<file path="src/rtl/i2stx_pkg.sv">
package i2stx_pkg;

  typedef enum logic [2:0] {
    REG_CTRL   = 3'd0,
    REG_RES    = 3'd1,
    REG_THR    = 3'd2,
    REG_FLUSH  = 3'd3,
    REG_MASK   = 3'd4,
    REG_STAT   = 3'd5,
    REG_OVRCLR = 3'd6
  } regAddr_e;

  // Strobes from control to datapath, one cycle each
  typedef struct packed {
    logic pushDo;
    logic popDo;
    logic flushDo;
    logic loadLeft;
    logic loadRight;
    logic shiftDo;
    logic idleClr;
  } txStrobes_t;

  // Resolution code to number of valid bits
  function automatic int resToBits(input logic [2:0] code);
    case (code)
      3'd2:    return 16;
      3'd4:    return 24;
      default: return 32;
    endcase
  endfunction

endpackage

</file>
<file path="src/rtl/i2stx_datapath.sv">
module i2stx_datapath
  import i2stx_pkg::*;
#(
  parameter int SAMPLE_W   = 32,
  parameter int DEPTH_LOG2 = 3,
  localparam int DEPTH  = 1 << DEPTH_LOG2,
  localparam int LVL_W  = DEPTH_LOG2 + 1,
  localparam int BITS_W = $clog2(SAMPLE_W + 1)
) (
  input  logic                clk,
  input  logic                rstN,
  input  txStrobes_t          st,
  input  logic [SAMPLE_W-1:0] pushLeft,
  input  logic [SAMPLE_W-1:0] pushRight,
  input  logic [BITS_W-1:0]   validBits,
  output logic [LVL_W-1:0]    level,
  output logic                sdOut
);

  logic [2*SAMPLE_W-1:0] mem [DEPTH];
  logic [DEPTH_LOG2-1:0] wrPtr, rdPtr;
  logic [SAMPLE_W-1:0]   headLeft, headRight;
  logic [SAMPLE_W-1:0]   shifter, nextShift;
  logic [SAMPLE_W-1:0]   rightHold, nextHold;
  logic [BITS_W-1:0]     padBits;

  assign headLeft  = mem[rdPtr][2*SAMPLE_W-1:SAMPLE_W];
  assign headRight = mem[rdPtr][SAMPLE_W-1:0];
  assign padBits   = BITS_W'(SAMPLE_W) - validBits;

  // FIFO storage
  always_ff @(posedge clk) begin
    if (st.pushDo) mem[wrPtr] <= {pushLeft, pushRight};
  end

  always_ff @(posedge clk) begin
    if (!rstN || st.flushDo) begin
      wrPtr <= '0;
      rdPtr <= '0;
      level <= '0;
    end else begin
      if (st.pushDo) wrPtr <= wrPtr + DEPTH_LOG2'(1);
      if (st.popDo)  rdPtr <= rdPtr + DEPTH_LOG2'(1);
      case ({st.pushDo, st.popDo})
        2'b10:   level <= level + LVL_W'(1);
        2'b01:   level <= level - LVL_W'(1);
        default: level <= level;
      endcase
    end
  end

  // Serialiser: MSB of shifter is the bit on the line
  always_comb begin
    nextShift = shifter;
    nextHold  = rightHold;
    if (st.idleClr) begin
      nextShift = '0;
      nextHold  = '0;
    end else if (st.loadLeft) begin
      nextShift = st.popDo ? (headLeft << padBits) : '0;
      nextHold  = st.popDo ? headRight : '0;
    end else if (st.loadRight) begin
      nextShift = rightHold << padBits;
    end else if (st.shiftDo) begin
      nextShift = shifter << 1;
    end
  end

  always_ff @(posedge clk) begin
    if (!rstN) begin
      shifter   <= '0;
      rightHold <= '0;
      sdOut     <= 1'b0;
    end else begin
      shifter   <= nextShift;
      rightHold <= nextHold;
      sdOut     <= nextShift[SAMPLE_W-1];
    end
  end

  p_no_overflow_r4: assert property (@(posedge clk) disable iff (!rstN)
    level <= LVL_W'(DEPTH));

  p_push_room_r4: assert property (@(posedge clk) disable iff (!rstN)
    st.pushDo |-> level < LVL_W'(DEPTH));

  p_pop_nonempty_r8: assert property (@(posedge clk) disable iff (!rstN)
    st.popDo |-> level != '0);

  p_flush_empty_r6: assert property (@(posedge clk) disable iff (!rstN)
    st.flushDo |=> level == '0);

  p_idle_quiet_r7: assert property (@(posedge clk) disable iff (!rstN)
    st.idleClr |=> !sdOut);

endmodule

</file>
<file path="src/rtl/i2stx_control.sv">
module i2stx_control
  import i2stx_pkg::*;
#(
  parameter int SAMPLE_W   = 32,
  parameter int DEPTH_LOG2 = 3,
  parameter int REG_W      = 32,
  localparam int DEPTH  = 1 << DEPTH_LOG2,
  localparam int LVL_W  = DEPTH_LOG2 + 1,
  localparam int BITS_W = $clog2(SAMPLE_W + 1)
) (
  input  logic              clk,
  input  logic              rstN,
  input  logic              regWrEn,
  input  logic              regRdEn,
  input  logic [2:0]        regAddr,
  input  logic [REG_W-1:0]  regWrData,
  output logic [REG_W-1:0]  regRdData,
  input  logic              pushEn,
  input  logic              bitTick,
  input  logic              wsIn,
  input  logic              blockTxEn,
  input  logic [LVL_W-1:0]  level,
  output txStrobes_t        st,
  output logic [BITS_W-1:0] validBits,
  output logic              irq
);

  logic             chanEn;
  logic [2:0]       resCode;
  logic [LVL_W-1:0] thrField;
  logic [1:0]       maskBits;
  logic             ovrFlag;
  logic             wsLast;
  logic             fifoFull, lowStat, flushNow, txActive, wsEdge;
  logic             ovrSet, ovrRdClr;
  logic [1:0]       statusVec;
  logic             unusedWr;

  assign unusedWr  = ^regWrData;
  assign fifoFull  = (level == LVL_W'(DEPTH));
  assign lowStat   = (level <= thrField);
  assign flushNow  = regWrEn && (regAddr == REG_FLUSH) && regWrData[0];
  assign txActive  = chanEn && blockTxEn;
  assign wsEdge    = bitTick && (wsIn != wsLast);
  assign ovrSet    = pushEn && fifoFull && !flushNow;
  assign ovrRdClr  = regRdEn && (regAddr == REG_OVRCLR);
  assign statusVec = {ovrFlag, lowStat};
  assign validBits = BITS_W'(resToBits(resCode));
  assign irq       = |(statusVec & ~maskBits);

  always_comb begin
    st.flushDo   = flushNow;
    st.pushDo    = pushEn && !fifoFull && !flushNow;
    st.idleClr   = !txActive;
    st.loadLeft  = txActive && wsEdge && !wsIn;
    st.loadRight = txActive && wsEdge && wsIn;
    st.shiftDo   = txActive && bitTick && !wsEdge;
    st.popDo     = txActive && wsEdge && !wsIn && (level != '0) && !flushNow;
  end

  always_ff @(posedge clk) begin
    if (!rstN) begin
      chanEn   <= 1'b0;
      resCode  <= 3'd5;
      thrField <= LVL_W'(DEPTH / 2 - 1);
      maskBits <= 2'b11;
      ovrFlag  <= 1'b0;
      wsLast   <= 1'b1;
    end else begin
      if (bitTick) wsLast <= wsIn;
      if (ovrSet)        ovrFlag <= 1'b1;
      else if (ovrRdClr) ovrFlag <= 1'b0;
      if (regWrEn) begin
        case (regAddr)
          REG_CTRL: chanEn   <= regWrData[0];
          REG_RES:  resCode  <= regWrData[2:0];
          REG_THR:  thrField <= regWrData[LVL_W-1:0];
          REG_MASK: maskBits <= regWrData[5:4];
          default:  ;
        endcase
      end
    end
  end

  always_comb begin
    case (regAddr)
      REG_CTRL:   regRdData = REG_W'(chanEn);
      REG_RES:    regRdData = REG_W'(resCode);
      REG_THR:    regRdData = REG_W'(thrField);
      REG_MASK:   regRdData = REG_W'({maskBits, 4'b0});
      REG_STAT:   regRdData = REG_W'({statusVec, 4'b0});
      REG_OVRCLR: regRdData = REG_W'(ovrFlag);
      default:    regRdData = '0;
    endcase
  end

  p_ovr_set_r4: assert property (@(posedge clk) disable iff (!rstN)
    (pushEn && fifoFull && !flushNow) |=> ovrFlag);

  p_ovr_hold_r4: assert property (@(posedge clk) disable iff (!rstN)
    (ovrFlag && !ovrRdClr) |=> ovrFlag);

  p_pop_at_left_r8: assert property (@(posedge clk) disable iff (!rstN)
    st.popDo |-> (bitTick && !wsIn && txActive));

  p_no_pop_idle_r7: assert property (@(posedge clk) disable iff (!rstN)
    !blockTxEn |-> !st.popDo);

endmodule

</file>
<file path="src/rtl/i2s_tx_channel.sv">
module i2s_tx_channel
  import i2stx_pkg::*;
#(
  parameter int SAMPLE_W   = 32,
  parameter int DEPTH_CODE = 2,
  parameter int REG_W      = 32,
  localparam int DEPTH_LOG2 = DEPTH_CODE + 1,
  localparam int LVL_W      = DEPTH_LOG2 + 1,
  localparam int BITS_W     = $clog2(SAMPLE_W + 1)
) (
  input  logic                clk,
  input  logic                rstN,
  input  logic                regWrEn,
  input  logic                regRdEn,
  input  logic [2:0]          regAddr,
  input  logic [REG_W-1:0]    regWrData,
  output logic [REG_W-1:0]    regRdData,
  input  logic                pushEn,
  input  logic [SAMPLE_W-1:0] pushLeft,
  input  logic [SAMPLE_W-1:0] pushRight,
  input  logic                blockTxEn,
  input  logic                bitTick,
  input  logic                wsIn,
  output logic                sdOut,
  output logic                irq
);

  txStrobes_t        strobes;
  logic [LVL_W-1:0]  fifoLevel;
  logic [BITS_W-1:0] validBits;

  i2stx_control #(.SAMPLE_W(SAMPLE_W), .DEPTH_LOG2(DEPTH_LOG2), .REG_W(REG_W)) ctrl_i (
    .clk(clk), .rstN(rstN),
    .regWrEn(regWrEn), .regRdEn(regRdEn), .regAddr(regAddr),
    .regWrData(regWrData), .regRdData(regRdData),
    .pushEn(pushEn), .bitTick(bitTick), .wsIn(wsIn), .blockTxEn(blockTxEn),
    .level(fifoLevel), .st(strobes), .validBits(validBits), .irq(irq)
  );

  i2stx_datapath #(.SAMPLE_W(SAMPLE_W), .DEPTH_LOG2(DEPTH_LOG2)) dp_i (
    .clk(clk), .rstN(rstN), .st(strobes),
    .pushLeft(pushLeft), .pushRight(pushRight), .validBits(validBits),
    .level(fifoLevel), .sdOut(sdOut)
  );

endmodule

</file>
<file path="config.mk">
export PLATFORM = sky130hd
export DESIGN_NAME = i2s_tx_channel
export DESIGN_NICKNAME = d
export VERILOG_FILES = /design/src/rtl/i2stx_pkg.sv /design/src/rtl/i2stx_datapath.sv /design/src/rtl/i2stx_control.sv /design/src/rtl/i2s_tx_channel.sv
export SDC_FILE = /design/constraint.sdc
export NUM_CORES = 1
export LEC_CHECK = 0
export BUFFER_PORTS_ARGS = -buffer_cell sky130_fd_sc_hd__buf_4
export CAP_MARGIN = 10
export CORE_MARGIN = 2
export CORE_UTILIZATION = 45
export CTS_CLUSTER_SIZE = 30
export DETAILED_ROUTE_END_ITERATION = 16
export PLACE_DENSITY = 0.66
export SETUP_SLACK_MARGIN = 0.3
export SYNTH_ARGS = -nofsm -noshare
export SYNTH_HDL_FRONTEND = slang
export SYNTH_HIERARCHICAL = 1
export SYNTH_SLANG_ARGS = --single-unit
export TNS_END_PERCENT = 5
</file>
<file path="constraint.sdc">
create_clock -name clk -period 8 [get_ports clk]
set_clock_uncertainty 0.05 [all_clocks]
set_input_delay 0.8 -clock clk [delete_from_list [all_inputs] [get_ports clk]]
set_output_delay 0.8 -clock clk [all_outputs]
set_load 0.01 [all_outputs]
</file>
**After elaboration in Yosys (flattened, before gate mapping)**

Memories as Yosys holds them, arrays and structs flattened. A register that Yosys moved wholly into a read port is not among the register bits.
Index checks and enable logic that the tools add are counted.

- Add/sub/neg operators: 5
- $lt $le $gt $ge: 1
- Equal/unequal tests: 12
- Shift operators: 2
- Multiplexer cells: 14
- Bitwise logic cells: 2
- Reduce and logical (&&, ||, !) cells: 33

Operators with widths:

| operator | count |
|---|---|
| 32-bit 2-to-1 mux | 5 |
| 32-bit by 6-bit left shift with 32-bit output | 2 |
| 6-bit one-hot mux with 6 select lines | 1 |
| 1-bit logical AND | 16 |
| 3-bit == test (second input constant) | 4 |
| 6-bit one-hot mux with 2 select lines | 1 |
| 2-bit AND reduction | 5 |
| 3-bit by 2-bit == test with 1-bit output (second input constant) | 3 |
| 4-bit one-hot mux with 2 select lines | 1 |
| 3-bit by 1-bit adder with 3-bit output (second input constant) | 2 |
| 3-bit 2-to-1 mux | 2 |
| 6-bit subtractor (first input constant) | 1 |
| 1-bit logical NOT | 5 |
| 4-bit by 1-bit adder with 4-bit output (second input constant) | 1 |
| 4-bit == test (second input constant) | 1 |
| 4-bit less-or-equal comparator | 1 |
| 1-bit 2-to-1 mux | 4 |
| 2-bit nonzero test | 2 |
| 4-bit nonzero test | 1 |
| 4-bit by 1-bit subtractor with 4-bit output (second input constant) | 1 |
| 3-bit by 1-bit == test with 1-bit output (second input constant) | 1 |
| 3-bit logical NOT | 1 |
| 3-bit nonzero test | 1 |
| 2-bit bitwise AND | 1 |
| other kinds (6) | 6 |

- Register bits after elaboration: 86
- Bits in writable memories: 512
- Input bits: 107
- Memories kept: 1

Memory list:

| memory | depth | bits a word | rd ports | clocked after Yosys merged registers in | write ports | RTL line | source |
|---|---|---|---|---|---|---|---|
| dp_i.mem | 8 | 64 | 1 | 1 | 1 | i2stx_datapath.sv:20 | `logic [2*SAMPLE_W-1:0] mem [DEPTH];` |

**Logic depth before layout (Yosys ltp)**

Gate-level depths: netlist of the first run.

- Word-level depth: 8
- Gate-level depth with buffers: 14

**Cells and area by module**

The synthesis of the first run kept the hierarchy.

By module, submodules not included:

| module | instances | cells each | area each (sq um) | sequential area each (sq um) |
|---|---|---|---|---|
| i2stx_datapath | 1 | 1583 | 25675.9 | 16916.2 |
| i2stx_control | 1 | 130 | 1076.0 | 240.2 |

**Least setup slack after synthesis of the first run**

No wires, ideal clock.

- Path kind: input port to flip-flop
- Start: input regAddr[0]
- End: memory dp_i/mem[0][0] in the netlist's numbering, enable pin
- Library setup time: 565 ps
- Data arrival time: 6137 ps
- Data required time: 7385 ps
- Slack: 1248 ps
- Cell stages on the path: 6
- Cells stage by stage: buf_4 -> nand3_1 -> nor3b_2 -> a211oi_1 -> nand2b_1 -> nor3_1

RTL lines:

| what | RTL line | source |
|---|---|---|
| start, declared | i2s_tx_channel.sv:15 | `input logic [2:0] regAddr,` |
| end, declared | i2stx_datapath.sv:20 |  |

==> metrics list, run 1 <==
- The flow ran to the end, but the final reports show violations.
- The checks that failed: slew limit.
* Longest Clk Path Bufs: 3
- For the pin with the worst max-slew slack, the measured transition is 1.91 ns.
- Synth warnings: 6
* Nature of the critical path startpoint: flop
* Initial DRC Count: 1498
* Most frequently used flop master after synthesis: sky130_fd_sc_hd__edfxtp_1
- The via count of the first global-routing pass came to 15498.
- Final number of max-transition violations: 13
- The number of hold buffers added after CTS was 0.
* RSZ-0062 raised after global routing: false
- The critical path is of the flop to flop type.
- GR Util All Layers: 0.202
* Layout filler cell count: 4770
* Initial antenna violation count: 2
- Cells after DPL: 2499
- Summing every instance area after synthesis gives 26800 um^2.
- Entering global routing, the biggest net connects 62 pins.
- In this run the static leakage power is 9.57 nW.
- Before antenna repair, the detailed router went through 6 iterations.
- Number of instances resized during post-cts repair: 0
* Max-cap violations: 0
- CP Max Fanout: 38
- Critical path launch point: dp_i/level[1]
* Floorplan core area: 58900 um^2
- Measured along the y axis, the die boundary spans 248 um.
- Number of synthesized flops with an enable pin: 512
- For the worst-skew pair, the clock arrives at the later sink with an insertion delay of 0.62 ns.
- Max H-tree Level: 2
* Crit path required time: 8.19 ns
- After clock tree synthesis, the clock-pin slew on the worst setup and hold paths is 0.07 ns.
- The clock drives 601 sinks.
- TritonCTS clock tree: yes
- Summed area of non-filler cells in the final layout: 30000 um^2
* Final worst path period need: 3.67 ns
- Register-to-Register Path Depth: 5
* Num CTS Buffers: 59
- Synthesis produced 1713 cells.
- In the final routed layout, each cell accounts on average for 23.7 um.
- The initial utilization of the core area, before any placement, comes to 0.454.
* Total routed wirelength: 61600 um
* Total via count in the routed design: 15514
- The floorplan has 89 rows.
- Measured along the x axis, the die boundary spans 248 um.
* Number of remaining DRC errors: 0
* Flop2flop setup slack: 4.33 ns
- Flops & latches, synth: 601
- The finished layout holds 2606 standard cells, fillers aside.
* Number of vias per cell: 5.95
* Remaining max-slew budget at the tightest pin: -0.287
- Number of failing hold endpoints at the final stage: 0
* Diodes inserted: 0
- Reg2reg end: dp_i/mem[5][14]
- 141 I/O pins were placed.
- Area growth syn-to-layout: 12.1%
- The sequential cells in the finished layout cover a total of 17200 um^2.
* First-pass GRT wire length: 93600 um
* Startpoint of the lowest-slack register-to-register path: dp_i/level[1]
- Nets: 1905
- IR analysis of the VDD net gives a maximum drop of 160 uV.
* PnR worst setup slack: 4.33 ns
* Share of synthesized area occupied by flip-flops and latches: 0.641
- In the final layout, the share of cells above drive strength 1 is 0.239.
- After detailed placement, the total cell area comes to 28100 um^2.
- Dividing total power by cell area gives a power density of 220 nW/um^2.
- Remaining number of nets flagged by the antenna check after routing: 0
* Sum of overflow across all layers after global routing: 0
- Sum of negative setup slack: 0 ns
- Cell variety after synth: 78
- Post-synthesis area per instance: 15.6 um^2
- FMAX: 0.272 GHz
- Routability-driven placement finished with a final weighted congestion of 0.907.
- Number of port buffers: 88
* Hold slack final: 0.364 ns
- Summed over all nets, the half-perimeter wirelength after detailed placement is 37100 um.
- CTS Root Buffer Type: sky130_fd_sc_hd__clkbuf_16
- Buffers inserted by post-CTS timing repair: 0
- Before CTS, the worst setup slack after placement is 3.73 ns.
- Crit share post-route: 0.459
- The most critical setup path has its endpoint at dp_i/mem[5][14].
- Data arrival time of the critical path: 3.86 ns
* Overall die area: 61400 um^2
* Footprint of the multi-input gates: 8950 um^2
* Worst Hold Class: input port to flop
- Setup violations remaining at the end of the flow were counted as 0.
- For this run, asynchronously set or reset flops after synthesis account for 0.
* Sort of element at the end of the critical path: flop
## per-stage QoR
| step | utilization | power [mW] |
|---|---|---|
| floorplan | - | 3.81 |
| global placement | 0.477 | 3.92 |
| detailed placement | 0.477 | 3.93 |
| CTS | 0.509 | 6.65 |
| global route | 0.509 | 6.81 |
| finish | 0.509 | 6.60 |
## synthesized netlist by cell type, types with 14 or more instances
cell	count	share of area
sky130_fd_sc_hd__dfxtp_1	89	0.067
sky130_fd_sc_hd__mux2_2	37	0.016
sky130_fd_sc_hd__buf_4	37	0.010
sky130_fd_sc_hd__a21oi_1	69	0.013
sky130_fd_sc_hd__o22ai_1	23	0.0054
sky130_fd_sc_hd__edfxtp_1	512	0.57
sky130_fd_sc_hd__a31oi_1	15	0.0035
sky130_fd_sc_hd__nor2b_1	16	0.0037
sky130_fd_sc_hd__nand2_1	96	0.013
sky130_fd_sc_hd__o21ai_0	73	0.014
sky130_fd_sc_hd__inv_1	18	0.0025
sky130_fd_sc_hd__buf_1	14	0.0020
sky130_fd_sc_hd__buf_2	26	0.0049
sky130_fd_sc_hd__mux4_2	157	0.13
sky130_fd_sc_hd__nor2_1	135	0.019
sky130_fd_sc_hd__clkbuf_1	55	0.0077
sky130_fd_sc_hd__nand3_1	23	0.0043
sky130_fd_sc_hd__mux2i_1	110	0.041
## sequential cells by signal, indices dropped and copies added (netlist names), 2 cells and up, named ones only
signal and flops:
ctrl_i/thrField 4, dp_i/wrPtr 3, ctrl_i/resCode 3, dp_i/mem 512, dp_i/rdPtr 3, dp_i/shifter 32, ctrl_i/maskBits 2, dp_i/level 4
dp_i/rightHold 32
## logic make-up after synthesis
family          share of synthesized area
buf+inv                            0.0303
xor+xnor                          0.00360
fa+ha+maj                         0.00543
other cells                      0.000140
compound gates                     0.0676
mux                                 0.193
simple gates                       0.0588
flops                               0.641
## per-layer routing
| layer | GRT usage | wire length [um] |
|---|---|---|
| met4 | 0.0729 | 1970 |
| met2 | 0.319 | 29300 |
| met3 | 0.0353 | 3550 |
| met5 | 0 | 29 |
| met1 | 0.282 | 26800 |
## cell type report
cell class	count	area share
Multi-Input combinational cell	982	0.299
Tap cell	773	0.0323
Clock buffer	66	0.0501
Sequential cell	601	0.573
Clock inverter	41	0.0131
Inverter	20	0.00250
Timing Repair Buffer	123	0.0308
## worst max-delay path, stage by stage, from the launching register on
cell and delay, ns:
sky130_fd_sc_hd__dfxtp_1 0.44, sky130_fd_sc_hd__nor3_1 0.10, sky130_fd_sc_hd__a211oi_1 0.66, sky130_fd_sc_hd__nand2_1 0.40, sky130_fd_sc_hd__nor2_4 0.86, sky130_fd_sc_hd__buf_4 0.69
## report_power, final
group          internal (mW)  total, mW  switching, mW
combinational          0.155      0.412          0.256
sequential              3.46       3.47         0.0146
clock                   1.55       2.72           1.17
total                   5.16       6.60           1.44
## placed cells by master (no fill, tap or decap), types with 8 or more instances in the layout
master	synthesis	final
sky130_fd_sc_hd__nor2b_1	16	16
sky130_fd_sc_hd__a211oi_1	12	12
sky130_fd_sc_hd__o21ai_0	73	73
sky130_fd_sc_hd__o22ai_1	23	23
sky130_fd_sc_hd__inv_1	18	18
sky130_fd_sc_hd__buf_4	37	123
sky130_fd_sc_hd__clkbuf_16	0	59
sky130_fd_sc_hd__edfxtp_1	512	512
sky130_fd_sc_hd__nand3_1	23	23
sky130_fd_sc_hd__conb_1	1	29
sky130_fd_sc_hd__dfxtp_1	89	86
sky130_fd_sc_hd__a21oi_1	69	69
sky130_fd_sc_hd__nor2_1	135	128
sky130_fd_sc_hd__mux4_2	157	157
sky130_fd_sc_hd__mux2i_1	110	110
sky130_fd_sc_hd__ha_1	10	10
sky130_fd_sc_hd__nand2_1	96	96
sky130_fd_sc_hd__clkinv_1	2	11
sky130_fd_sc_hd__o211ai_1	13	13
sky130_fd_sc_hd__nand2b_1	13	13
sky130_fd_sc_hd__mux2_2	37	37
sky130_fd_sc_hd__clkinv_2	0	14
sky130_fd_sc_hd__nor3_1	13	11
sky130_fd_sc_hd__a2bb2oi_1	8	8
sky130_fd_sc_hd__a31oi_1	15	15
## worst min path at each step
stage	from	end	slack, ns	cells past startpoint
floorplan	dp_i/rightHold[31]	dp_i/rightHold[31]	0.40	2
finish	pushLeft[20]	dp_i/mem[1][52]	0.36	1
detailed placement	dp_i/shifter[0]	dp_i/shifter[0]	0.43	2
CTS	pushLeft[14]	dp_i/mem[1][46]	0.33	1
global route	pushLeft[12]	dp_i/mem[7][44]	0.35	1
global placement	dp_i/shifter[0]	dp_i/shifter[0]	0.41	2
Note: power is estimated with default switching activity, not from simulation.
==> inputs of run 2 (changes only) <==
Clock period 8 ns to 3.6 ns, I/O delays scaled along.
==> metrics list, run 2 (same netlist as run 1, synthesis figures left out) <==
- The run finished, with violations left.
- The checks that failed: slew limit.
- Final worst path period need: 3.15 ns
- Final number of max-transition violations: 13
* Hold slack final: 0.0571 ns
- PnR worst setup slack: 0.453 ns
- Once layout is complete, the utilization of the core stands at 0.530.
- The first global-routing pass estimated 97200 um of wire.
- Max H-tree Level: 2
- Data arrival time of the critical path: 3.60 ns
- Largest Register: dp_i/mem
* Worst-path cell with the longest stage delay: sky130_fd_sc_hd__dfxtp_4
- On the worst path, the slowest cell contributes a delay of 0.62 ns.
- The tool flagged a number of max-cap violations equal to 0.
- Longest Clk Path Bufs: 3
* Sum of overflow across all layers after global routing: 0
- Pin count of the biggest net entering global routing: 65
- Initial Util: 0.454
* CP Max Fanout: 20
- After detailed routing, the number of remaining DRC violations is 0.
* Leakage Power: 10.1 nW
- Worst Hold Class: input port to flop
* Num CTS Buffers: 60
* Placed Instance Area: 28500 um^2
* Number of port buffers: 88
- The die covers 61400 um^2.
- Nature of the critical path startpoint: flop
- The library cell used most frequently in the layout, excluding fill and tap cells, is sky130_fd_sc_hd__edfxtp_1.
* Ratio of cells with drive above 1 in the final layout: 0.237
- The floorplan step defined a core boundary enclosing 58900 um^2.
- Startpoint-to-endpoint class of the critical path: flop to flop
* Transition time at the pin with the least slew margin: 2.05 ns
- Crit share post-route: 0.874
- In the layout the commonest cells are 512 x sky130_fd_sc_hd__edfxtp_1, 157 x sky130_fd_sc_hd__mux4_2, 128 x sky130_fd_sc_hd__nor2_1, 128 x sky130_fd_sc_hd__buf_4, 110 x sky130_fd_sc_hd__mux2i_1.
- Remaining max-slew budget at the tightest pin: -0.375
- TritonCTS clock tree: yes
- Row generation in the floorplan step produced 89 rows.
* Sort of element at the end of the critical path: flop
- For the worst setup path, the data required time is 4.05 ns.
- For this design, the sink count on the clock tree is 601.
* CTS clk-pin slew, worst paths: 0.06 ns
* Remaining number of nets flagged by the antenna check after routing: 0
- Max FFs per register: 512
- Number of failing hold endpoints at the final stage: 0
- The number of setup buffers added after CTS is 0.
- Dividing total power by cell area gives a power density of 466 nW/um^2.
- The first routing iteration left 1337 violations.
- Worst ir drop on vdd: 418 uV
- Total routed wirelength: 63400 um
- Total via count in the routed design: 15875
- Clock latency on the worst-skew pair: 0.63 ns
* Weighted congestion reported at the end of routability-driven placement: 0.936
* Summed area of non-filler cells in the final layout: 31200 um^2
* Most common cell type on the critical path: sky130_fd_sc_hd__mux4_2
* Start point of the worst min-delay path: regRdEn
* Pre-CTS setup slack: 0.312 ns
- Relative to the synthesized area, the layout overhead comes to 16.6%.
* Largest registers: dp_i/mem x512, dp_i/rightHold x32, dp_i/shifter x32
* GR Util All Layers: 0.209
- Via count of the first global-routing pass: 15808
- FMAX: 0.318 GHz
* CTS Root Buffer Type: sky130_fd_sc_hd__clkbuf_16
* Routed WL per cell: 23.4 um
* Chip Width: 248 um
- Die Span Y: 248 um
- Setup total negative slack on the finished layout was measured at 0 ns.
- The HPWL after detailed placement is 39700 um.
- Initial antenna violation count: 2
- After the last flow step, the layout net total stands at 2011.
- Walking the worst path, the cells encountered are mux4_2 -> mux2_2 -> mux4_2 -> nand2b_1 -> a32o_1 -> a222oi_1 -> nor2_1.
* RSZ-0062 raised after global routing: true
- Finish-stage setup viols: 0
- 141 I/O pins were placed.
* Number of iterations in the first detailed-routing pass: 8
- Counting the fill cells in the layout gives 4770.
- After detailed routing, the number of vias per cell comes to 5.85.
[run 2: cell count changes in the layout (fill, tap and decap cells not counted), sizes merged]
cell         before  now
dlygate4sd3       0   80
buf             123  148
inv              23   20
clkinv           25   27
diode             0    2
clkinvlp          7    2
bufinv            6    3
clkbuf           66   76
[run 2: layout make-up]
type / instances / area, um^2 / area share
sequential: 601 / 17200 / 0.550
multi-input combinational: 982 / 8990 / 0.288
timing repair buffer: 228 / 2160 / 0.0693
clock buffer: 76 / 1560 / 0.0501
tap: 773 / 967 / 0.0310
clock inverter: 32 / 268 / 0.00858
inverter: 20 / 75.1 / 0.00241
antenna: 2 / 5.00 / 0.000160
[run 2: path summary, 6_finish.rpt]
| kind | end | slack, ns | cells after the start |
|---|---|---|---|
| setup / recovery | dp_i/shifter[11] | 0.45 | 7 |
| hold / removal | ctrl_i/ovrFlag | 0.06 | 4 |
| hold reg to reg | dp_i/wrPtr[0] | 0.44 | 2 |
| setup reg to reg | dp_i/shifter[11] | 0.45 | 7 |
[run 2: power breakdown]
part	total (mW)	switching, mW	leakage, nW	internal [mW]
Sequential	7.71	0.0331	5.37	7.68
Clock	5.84	2.56	0.898	3.28
Combinational	1.00	0.591	3.79	0.411
Total	14.6	3.18	10.1	11.4
[run 2: layer usage]
metal	vias up	global-route usage	wire length [um]
li1	7129	-	-
met1	8131	0.302	28000
met2	525	0.334	30300
met3	90	0.0301	3720
met4	0	0.0551	1380
met5	-	0	0
[run 2: per-stage QoR]
step / std cells / power [mW]
2_1_floorplan: 1741 / 8.45
3_3_place_gp: 2524 / 8.72
3_5_place_dp: 2524 / 8.74
4_1_cts: 2712 / 14.6
5_1_grt: 2714 / 15.0
6_report: 2714 / 14.6
[run 2: what timing repair did]
action,in CTS,in global routing
hold endpoints to repair,524,0
cloned,0,0
setup endpoints to repair,1,4
hold buffers,80,0
gates resized for setup,1,1
[run 2: worst max-delay path, delay by kind of cell (launching register included)]
kind,cells,cell delay (ns)
multiplexers,3,1.44
flip-flops,1,0.62
AO/OA/AOI/OAI,2,0.68
AND/OR/NAND/NOR,2,0.24
